`src/rtl/sdadc_pkg.sv`:
```
package sdadc_pkg;

   typedef enum logic {
      PH_IDLE = 1'b0,
      PH_RUN  = 1'b1
   } phase_e;

   function automatic int cnt_width(input int n);
      return (n > 1) ? $clog2(n) : 1;
   endfunction

   function automatic int tally_width(input int n);
      return $clog2(n + 1);
   endfunction

endpackage

```
`src/rtl/sdadc_sync.sv`:
```
module sdadc_sync #(
   parameter int STAGES = 2
) (
   input  logic clk,
   input  logic rst_n,
   input  logic d_i,
   output logic q_o
);

   initial begin : chk_params
      assert (STAGES >= 2 && STAGES <= 8)
         else $error("sdadc_sync: STAGES must lie in 2..8");
   end

   logic [STAGES-1:0] shreg;

   always_ff @(posedge clk) begin
      if (!rst_n) shreg <= '0;
      else        shreg <= {shreg[STAGES-2:0], d_i};
   end

   assign q_o = shreg[STAGES-1];

endmodule

```
`src/rtl/sdadc_window.sv`:
```
module sdadc_window
   import sdadc_pkg::*;
#(
   parameter int WINDOW = 4096,
   localparam int CW    = cnt_width(WINDOW)
) (
   input  logic          clk,
   input  logic          rst_n,
   input  logic          start_i,
   input  logic          rd_i,
   output logic          busy_o,
   output logic          run_nxt_o,
   output logic          end_o,
   output logic [CW-1:0] cyc_o,
   output logic          done_o,
   output logic          irq_o
);

   initial begin : chk_params
      assert (WINDOW >= 2) else $error("sdadc_window: WINDOW must be at least 2");
   end

   localparam logic [CW-1:0] LAST_CYC = CW'(WINDOW - 1);

   phase_e        phase_q;
   logic [CW-1:0] cyc_q;
   logic          done_q;
   logic          irq_q;
   logic          last_cyc;

   assign last_cyc  = (phase_q == PH_RUN) && (cyc_q == LAST_CYC);
   assign end_o     = last_cyc && !start_i;
   assign run_nxt_o = start_i || ((phase_q == PH_RUN) && !last_cyc);

   always_ff @(posedge clk) begin
      if (!rst_n) begin
         phase_q <= PH_IDLE;
         cyc_q   <= '0;
      end else if (start_i) begin
         phase_q <= PH_RUN;
         cyc_q   <= '0;
      end else if (phase_q == PH_RUN) begin
         if (last_cyc) begin
            phase_q <= PH_IDLE;
            cyc_q   <= '0;
         end else begin
            cyc_q   <= cyc_q + 1'b1;
         end
      end
   end

   always_ff @(posedge clk) begin
      if (!rst_n) begin
         done_q <= 1'b0;
         irq_q  <= 1'b0;
      end else begin
         irq_q <= end_o;
         if (start_i)    done_q <= 1'b0;
         else if (end_o) done_q <= 1'b1;
         else if (rd_i)  done_q <= 1'b0;
      end
   end

   assign busy_o = (phase_q == PH_RUN);
   assign cyc_o  = cyc_q;
   assign done_o = done_q;
   assign irq_o  = irq_q;

   a_r2_start_runs: assert property (@(posedge clk) disable iff (!rst_n)
      start_i |=> busy_o);

   a_r2_done_idle: assert property (@(posedge clk) disable iff (!rst_n)
      done_o |-> !busy_o);

   a_r6_read_clears: assert property (@(posedge clk) disable iff (!rst_n)
      (rd_i && !start_i && !end_o) |=> !done_o);

   a_r5_irq_with_done: assert property (@(posedge clk) disable iff (!rst_n)
      irq_o |-> done_o);

endmodule

```
`src/rtl/sdadc_accum.sv`:
```
module sdadc_accum
   import sdadc_pkg::*;
#(
   parameter int WINDOW = 4096,
   parameter int RES_W  = 12,
   localparam int CW    = cnt_width(WINDOW),
   localparam int OW    = tally_width(WINDOW)
) (
   input  logic             clk,
   input  logic             rst_n,
   input  logic             clr_i,
   input  logic             en_i,
   input  logic             end_i,
   input  logic             bit_i,
   input  logic [CW-1:0]    cyc_i,
   output logic [RES_W-1:0] result_o
);

   initial begin : chk_params
      assert (RES_W >= 1 && RES_W <= 24)
         else $error("sdadc_accum: RES_W must lie in 1..24");
   end

   localparam int RMAX = (1 << RES_W) - 1;

   logic [OW-1:0]    ones_q;
   logic [OW-1:0]    tally;
   logic [RES_W-1:0] res_nxt;
   logic [RES_W-1:0] res_q;

   assign tally = ones_q + OW'(bit_i);

   generate
      if (WINDOW > RMAX) begin : g_clip
         assign res_nxt = (tally > OW'(RMAX)) ? RES_W'(RMAX) : tally[RES_W-1:0];
      end else begin : g_fit
         assign res_nxt = RES_W'(tally);
      end
   endgenerate

   always_ff @(posedge clk) begin
      if (!rst_n) begin
         ones_q <= '0;
         res_q  <= '0;
      end else if (clr_i) begin
         ones_q <= '0;
      end else if (en_i) begin
         ones_q <= tally;
         if (end_i) res_q <= res_nxt;
      end
   end

   assign result_o = res_q;

   a_r4_ones_bounded: assert property (@(posedge clk) disable iff (!rst_n)
      en_i |-> (ones_q <= OW'(cyc_i)));

endmodule

```
`src/rtl/sdadc_ctrl.sv`:
```
module sdadc_ctrl
   import sdadc_pkg::*;
#(
   parameter int CH_W        = 2,
   parameter int RES_W       = 12,
   parameter int WINDOW      = 4096,
   parameter int SYNC_STAGES = 2
) (
   input  logic             clk,
   input  logic             rst_n,
   input  logic             start_i,
   input  logic             rd_i,
   input  logic [CH_W-1:0]  chan_i,
   input  logic             cmp_i,
   output logic             fb_o,
   output logic [CH_W-1:0]  chan_sel_o,
   output logic             busy_o,
   output logic [RES_W-1:0] result_o,
   output logic             done_o,
   output logic             irq_o
);

   localparam int CW        = cnt_width(WINDOW);
   localparam int LOOP_LAT  = SYNC_STAGES + 1;

   initial begin : chk_params
      assert (CH_W >= 1 && CH_W <= 8) else $error("sdadc_ctrl: CH_W must lie in 1..8");
   end

   logic          cmp_s;
   logic          run_nxt;
   logic          win_end;
   logic [CW-1:0] cyc;
   logic          fb_q;
   logic [CH_W-1:0] chan_q;

   sdadc_sync #(.STAGES(SYNC_STAGES)) u_sync (
      .clk   (clk),
      .rst_n (rst_n),
      .d_i   (cmp_i),
      .q_o   (cmp_s)
   );

   sdadc_window #(.WINDOW(WINDOW)) u_win (
      .clk       (clk),
      .rst_n     (rst_n),
      .start_i   (start_i),
      .rd_i      (rd_i),
      .busy_o    (busy_o),
      .run_nxt_o (run_nxt),
      .end_o     (win_end),
      .cyc_o     (cyc),
      .done_o    (done_o),
      .irq_o     (irq_o)
   );

   sdadc_accum #(.WINDOW(WINDOW), .RES_W(RES_W)) u_acc (
      .clk      (clk),
      .rst_n    (rst_n),
      .clr_i    (start_i),
      .en_i     (busy_o),
      .end_i    (win_end),
      .bit_i    (fb_q),
      .cyc_i    (cyc),
      .result_o (result_o)
   );

   // Feedback modulator: one register closing the loop through the off-chip integrator.
   always_ff @(posedge clk) begin
      if (!rst_n)       fb_q <= 1'b0;
      else if (run_nxt) fb_q <= !cmp_s;
      else              fb_q <= 1'b0;
   end

   always_ff @(posedge clk) begin
      if (!rst_n)       chan_q <= '0;
      else if (start_i) chan_q <= chan_i;
   end

   assign fb_o       = fb_q;
   assign chan_sel_o = chan_q;

   // Edges since reset, saturating, so that history-based checks only look at valid samples.
   logic [3:0] warm_q;
   always_ff @(posedge clk) begin
      if (!rst_n)              warm_q <= '0;
      else if (warm_q != 4'hF) warm_q <= warm_q + 4'd1;
   end

   a_r3_fb_tracks_cmp: assert property (@(posedge clk) disable iff (!rst_n)
      (busy_o && (int'(warm_q) >= LOOP_LAT)) |-> (fb_o == !$past(cmp_i, LOOP_LAT)));

   a_r3_fb_idle_low: assert property (@(posedge clk) disable iff (!rst_n)
      !busy_o |-> !fb_o);

   a_r5_irq_on_rise: assert property (@(posedge clk) disable iff (!rst_n)
      $rose(done_o) |-> irq_o);

   a_r7_chan_hold: assert property (@(posedge clk) disable iff (!rst_n)
      !$past(start_i) |-> $stable(chan_sel_o));

   a_r8_result_hold: assert property (@(posedge clk) disable iff (!rst_n)
      !$rose(done_o) |-> $stable(result_o));

endmodule

```
`config.mk`:
```
export PLATFORM = sky130hd
export DESIGN_NAME = sdadc_ctrl
export DESIGN_NICKNAME = d
export VERILOG_FILES = /design/src/rtl/sdadc_pkg.sv /design/src/rtl/sdadc_sync.sv /design/src/rtl/sdadc_window.sv /design/src/rtl/sdadc_accum.sv /design/src/rtl/sdadc_ctrl.sv
export SDC_FILE = /design/constraint.sdc
export NUM_CORES = 1
export LEC_CHECK = 0
export ABC_AREA = 0
export BUFFER_PORTS_ARGS = -buffer_cell sky130_fd_sc_hd__buf_2
export CAP_MARGIN = 20
export CORE_MARGIN = 2
export CORE_UTILIZATION = 25
export DETAILED_ROUTE_END_ITERATION = 8
export GPL_TIMING_DRIVEN = 0
export PLACE_DENSITY = 0.4
export SYNTH_ARGS = -nofsm -noshare
export SYNTH_HDL_FRONTEND = slang
export SYNTH_HIERARCHICAL = 1
export SYNTH_SLANG_ARGS = --single-unit
```
`constraint.sdc`:
```
create_clock -name clk -period 1.7 [get_ports clk]
set_input_delay 0.17 -clock clk [delete_from_list [all_inputs] [get_ports clk]]
set_output_delay 0.17 -clock clk [all_outputs]
set_load 0.005 [all_outputs]
```
==> flow_summary.json, run 1 <==
{
  "syn_inst": 226,
  "vias_per_cell": 4.36,
  "first_global_vias": 1572,
  "worst-slew-pin-transition_ps": 559,
  "port_buffers": 24,
  "drt_iter0_markers": 71,
  "count_of_final_hold_check_violations": 0,
  "cts.htree.levels": 2,
  "synth_seq_area_share_pct": 44.0,
  "boundaryPins": 25,
  "core_area_um2": 8090,
  "holdBufCountCts": 0,
  "final.period_utilization_pct": 105,
  "worst_setup_path_startpoint": "fb_o",
  "rows": 33,
  "detailroute.via_count": 1608,
  "post_synth.cell_area_avg_um2": 9.06,
  "grt_antenna_before_repair": 0,
  "hp-class": "input port to register",
  "largest_net_degree_at_the_start_of_global_routing": 13,
  "placement.cell_area_um2": 2320,
  "initial_core_util_pct": 25.3,
  "fp.dieArea_um2": 8930,
  "diodes": 0,
  "slew_headroom_pct": 62.8,
  "complex_gate_fraction_of_the_synthesized_area_pct": 11.5,
  "yosys.area.top_type_share_pct": 44.0,
  "crit-reg2reg-launch": "fb_o",
  "grt_first_pass_wirelength_mm": 7.71,
  "worst_setup_path_start_kind": "register",
  "ys_async_sr_fraction_pct": 0,
  "yosysTopAreaCell": "sky130_fd_sc_hd__dfxtp_1",
  "timing.critical_path.to_type": "register",
  "combinational_family_with_the_most_area_after_synthesis": "simple AND/OR/NAND/NOR gates",
  "grt_remaining_overflow": 0,
  "clk_transition_reported_paths_ps": 80,
  "clockRootBuffer": "sky130_fd_sc_hd__clkbuf_8",
  "final_util_pct": 31.1,
  "synth_simple_gate_area_share_pct": 24.6,
  "die_y_um": 94.5,
  "xor_xnor_share_of_the_synthesized_area_pct": 12.0,
  "post_synth_instance_area_um2": 2050,
  "clock_tree_from_tritoncts": "done",
  "critical_path.reg2reg.endpoint": "u_acc/result_o[0]",
  "final_design_area_no_fill_um2": 2520,
  "worstHoldStart": "cmp_i",
  "wirelength_mm": 4.43,
  "worst_setup_path_end": "u_acc/result_o[0]",
  "synthTopCellsByArea": "sky130_fd_sc_hd__dfxtp_1 44%, sky130_fd_sc_hd__xor2_1 6.8%, sky130_fd_sc_hd__xnor2_1 5.1%",
  "synth_mux_area_share_pct": 1.96,
  "synth.most_common_cell": "sky130_fd_sc_hd__dfxtp_1",
  "synth_edf_count": 0,
  "synth.ff_latch_count": 45,
  "route.detailed.drc": 0,
  "maxCapViolations": 0,
  "routed_wire_length_per_instance_um": 12.0,
  "critPathMaxFanout": 10,
  "clock-sinks": 45,
  "ys.warnings.count": 6,
  "post-dp-hpwl_mm": 3.04,
  "layout-drive-gt1-share_pct": 29.2,
  "setup.worst_path.class": "register to register",
  "worst-r2r-setup-slack_ps": -90,
  "timing.final.crit_period_ps": 1790,
  "failed_checks": "setup timing",
  "post_synth_num_cell_types": 34,
  "worst-r2r-cell-count": 8,
  "finalNetCount": 275,
  "setup_viol_count_final": 12,
  "power.density_cell_area_nw_per_um2": 701,
  "gp_congestion": 0.749,
  "final_max_slew_viol_count": 0,
  "syn_nets": 236,
  "cts.path.max_buffers": 2,
  "numCtsBuffers": 5,
  "dieWidth_um": 94.5,
  "area_growth_syn_to_layout_pct": 22.9,
  "synth_adder_area_share_pct": 1.83,
  "grt_setup_unrepaired": "true",
  "ir_drop_uv": 302,
  "leak_pwr_nw": 0.924,
  "postRouteAntennaNets": 0,
  "cp.arrival_ps": 2010,
  "final.setup_skew_ps": 6.66,
  "grt_usage_pct": 10.9,
  "synth_top_flop_cell": "sky130_fd_sc_hd__dfxtp_1",
  "drt-pass1-iter-count": 4,
  "fillers": 882,
  "postLayoutSetupSlackWorst_ps": -88.4,
  "required_ps": 1920,
  "clkLatencyLatePin_ps": 290,
  "run_status": "finished, violations left",
  "synth.cells.most_frequent": "45 x sky130_fd_sc_hd__dfxtp_1, 26 x sky130_fd_sc_hd__nor2_1, 16 x sky130_fd_sc_hd__xor2_1",
  "fmaxAchievable_mhz": 559
}
[kinds of logic (layout without fill, tap and decap cells)]
logic type / count (synthesis) / after routing
simple gates: 94 / 94
xor+xnor: 28 / 28
fa+ha+maj: 3 / 3
mux: 4 / 4
buf+inv: 17 / 55
flops: 45 / 45
compound gates: 35 / 35
[registers in the layout (all words and copies together), names as in the netlist]
register,count
u_acc/result_o,12
u_acc/ones_q,13
u_win/done_o,1
u_sync/shreg,2
u_win/irq_o,1
u_win/busy_o,1
chan_sel_o,2
fb_o,1
u_win/cyc_o,12
[how the worst min path moves through the flow]
stage	to	slack, ps	cells after the start
4_1_cts	u_sync/shreg[0]	60	2
3_3_place_gp	u_sync/shreg[0]	370	2
6_report	u_sync/shreg[0]	80	2
3_5_place_dp	u_sync/shreg[0]	380	2
5_1_grt	u_sync/shreg[0]	70	2
2_1_floorplan	fb_o	280	2
[area by class of cell]
cell class              instances  area (um2)  area share (%)
clock inverters                 1        5.00           0.199
inverters                       6        22.5           0.895
plain buffers                  11        83.8            3.33
clock buffers                   5        68.8            2.73
well taps                     105         131            5.22
repair buffers                 32         180            7.16
flip-flops and latches         45         917            36.4
multi-input cells             164        1110            44.0
[per-layer routing]
metal | part of all wire (%) | global-route usage [%]
met4 | 0.88 | 3.26
met5 | 0 | 0
met3 | 2.5 | 2.31
met2 | 42 | 16.4
met1 | 55 | 15.7
[power by group]
group / total (mW) / leakage (nW) / internal (mW) / switching [mW]
Sequential: 1.07 / 0.369 / 1.06 / 0.0124
Clock: 0.616 / 0.0399 / 0.271 / 0.345
Combinational: 0.0724 / 0.515 / 0.0296 / 0.0428
Total: 1.76 / 0.924 / 1.36 / 0.400
[cells in the final DEF, fill, tap and decap left out, drive strengths merged]
master and n:
o21bai 2, and3 2, nor2b 2, nor3b 1
clkinv 1, a31oi 3, nand3 10, mux2i 4
or2 2, and3b 1, ha 3, nand2 11
nor3 6, and4 5, o21ai 12, a21oi 17
buf 39, nand3b 2, or3 1, clkbuf 9
nor4 2, dfxtp 45, o31ai 1, nand4 15
nand2b 3, and2 5, nor2 26, xor2 16
xnor2 12, inv 6
[through the flow]
| stage | cells | hold slack, ps | power [mW] | TNS [ps] | setup slack [ps] |
|---|---|---|---|---|---|
| finish | 369 | 76.2 | 1.76 | -987 | -88.4 |
| global route | 369 | 70.7 | 1.86 | -2830 | -247 |
| CTS | 369 | 60.4 | 1.81 | -1550 | -137 |
| detailed placement | 355 | 377 | 1.17 | -5270 | -495 |
| global placement | 355 | 368 | 1.17 | -5520 | -513 |
| floorplan | 226 | 284 | 1.14 | 0 | 1.22 |
[timing repair]
action / CTS / global route
setup endpoints to repair: 12 / 13
pin swaps: 4 / 3
hold endpoints to repair: 0 / 0
setup buffers: 8 / 0
gates resized for setup: 19 / 3
[critical path: stages, from the launching register on]
cell                      delay, ps
sky130_fd_sc_hd__dfxtp_1        410
sky130_fd_sc_hd__ha_4           190
sky130_fd_sc_hd__ha_4           160
sky130_fd_sc_hd__and4_4         220
sky130_fd_sc_hd__buf_6          130
sky130_fd_sc_hd__nand4_1         90
sky130_fd_sc_hd__and3b_2        230
sky130_fd_sc_hd__buf_4          140
sky130_fd_sc_hd__a21oi_1        140
Note: power is estimated with default switching activity, not from simulation.
==> run 2, diff against run 1 <==
CORE_MARGIN = 1.5   (was 2)
REMOVE_ABC_BUFFERS = 1   (was not set)
==> flow_summary.json, run 2 (synthesized netlist as in run 1, its figures left out) <==
{
  "grt_setup_unrepaired": "true",
  "post-dp-hpwl_mm": 3.03,
  "mostFrequentLayoutCell": "sky130_fd_sc_hd__dfxtp_1",
  "dieWidth_um": 93.5,
  "hp-class": "input port to register",
  "setup_viol_count_final": 12,
  "first_global_vias": 1621,
  "clock_tree_from_tritoncts": "done",
  "worst_setup_path_start_kind": "register",
  "core_area_um2": 7810,
  "final.period_utilization_pct": 106,
  "detailroute.via_count": 1661,
  "slowest_stage_delay_cp_ps": 350,
  "area_growth_syn_to_layout_pct": 24.1,
  "groute.layer.met3.usage_pct": 2.68,
  "cts.htree.levels": 2,
  "gp_congestion": 0.689,
  "max_flop_register": "u_acc/ones_q",
  "critical_path.cell_chain": "and4_4, and3_4, nand4_1, nor2_1, nor3b_4, and3b_4, buf_4, a21oi_2",
  "fp.dieArea_um2": 8740,
  "vias_per_cell": 4.59,
  "postRouteAntennaNets": 0,
  "largest_net_degree_at_the_start_of_global_routing": 21,
  "boundaryPins": 25,
  "clockRootBuffer": "sky130_fd_sc_hd__clkbuf_8",
  "grt_usage_pct": 11.7,
  "clock-sinks": 45,
  "maxCapViolations": 0,
  "wirelength_mm": 4.79,
  "cts.path.max_buffers": 2,
  "final_util_pct": 32.5,
  "timing.final.crit_period_ps": 1800,
  "routed_wire_length_per_instance_um": 13.2,
  "setup.worst_path.class": "register to register",
  "critPathMaxFanout": 3,
  "power.density_cell_area_nw_per_um2": 711,
  "number_of_flip_flops_under_the_largest_register_name": 13,
  "cp_top_family": "simple AND/OR/NAND/NOR gates",
  "numCtsBuffers": 5,
  "layout-drive-gt1-share_pct": 30.8,
  "grt-busiest-layer": "met2",
  "mostFrequentLayoutCells": "37 x sky130_fd_sc_hd__dfxtp_1, 25 x sky130_fd_sc_hd__nor2_1, 24 x sky130_fd_sc_hd__buf_2, 16 x sky130_fd_sc_hd__xor2_1, 14 x sky130_fd_sc_hd__nand4_1",
  "placement.cell_area_um2": 2240,
  "cp.arrival_ps": 1970,
  "initial_core_util_pct": 26.2,
  "drt_iter0_markers": 48,
  "timing.critical_path.to_type": "register",
  "ir_drop_uv": 294,
  "final_design_area_no_fill_um2": 2540,
  "finalNetCount": 270,
  "report.power.total_mw": 1.81,
  "postLayoutSetupSlackWorst_ps": -96.4,
  "clkLatencyLatePin_ps": 290,
  "required_ps": 1880,
  "grt_first_pass_wirelength_mm": 8.07,
  "final_cells": 362,
  "slew_headroom_pct": 62.6,
  "drt-pass1-iter-count": 6,
  "rows": 32,
  "die_y_um": 93.5,
  "slowest_stage": "sky130_fd_sc_hd__dfxtp_4",
  "port_buffers": 24,
  "final.setup_skew_ps": 4.58,
  "fmaxAchievable_mhz": 557,
  "worst-slew-pin-transition_ps": 562,
  "path_buf_inv": 1,
  "count_of_final_hold_check_violations": 0,
  "grt_antenna_before_repair": 0,
  "groute.layer.met2.usage_pct": 19.6,
  "failed_checks": "setup timing",
  "clk_transition_reported_paths_ps": 80,
  "use_met1_pct": 15.0,
  "diodes": 0,
  "final_max_slew_viol_count": 0,
  "route.detailed.drc": 0,
  "dp_cells": 341,
  "grt_remaining_overflow": 0,
  "leak_pwr_nw": 0.901,
  "run_status": "finished, violations left"
}
run 2: changes by cell type in the layout (fill, tap and decap cells not counted), moves of 2 or more:
| cell | before | now |
|---|---|---|
| sky130_fd_sc_hd__buf_2 | 28 | 24 |
| sky130_fd_sc_hd__buf_4 | 9 | 12 |
| sky130_fd_sc_hd__clkbuf_1 | 3 | 1 |
| sky130_fd_sc_hd__a21oi_2 | 10 | 13 |
| sky130_fd_sc_hd__a21oi_1 | 7 | 4 |
run 2: through the flow:
step	setup slack (ps)	TNS, ps	hold slack [ps]
after floorplan	-950	-11030	284
after global placement	-2330	-28870	375
after detailed placement	-1700	-20850	384
after CTS	-80.1	-927	81.4
after global routing	-224	-2670	79.5
final	-96.4	-1100	86.3
run 2: final timing paths:
path / start / to / depth (start not counted) / slack [ps]
max: u_win/cyc_o[5] / u_acc/result_o[11] / 8 / -100
min: cmp_i / u_sync/shreg[0] / 2 / 90
max reg2reg: u_win/cyc_o[5] / u_acc/result_o[11] / 8 / -100
min reg2reg: u_sync/shreg[1] / fb_o / 1 / 400
run 2: report_power, final:
| part | switching [mW] | internal, mW |
|---|---|---|
| Combinational | 0.0457 | 0.0304 |
| Sequential | 0.0129 | 1.06 |
| Clock | 0.333 | 0.323 |
run 2: area by class of cell:
class	instances	area [um2]
well taps	102	128
flip-flops and latches	45	916
repair buffers	38	241
fillers	844	5270
inverters	6	22.5
clock buffers	7	86.3
multi-input cells	164	1150
run 2: routing by layer:
| layer | up-vias | wire [um] | part of all wire (%) |
|---|---|---|---|
| li1 | 845 | - | - |
| met1 | 788 | 2320 | 48 |
| met2 | 24 | 2320 | 49 |
| met3 | 4 | 111 | 2.3 |
| met4 | 0 | 38 | 0.79 |
| met5 | - | 0 | 0 |
run 2: timing repair:
item	CTS	global route
pin swaps	6	1
resized for setup	22	7
hold buffers	0	0
setup buffers	15	1
endpoints found under the setup margin	30	17
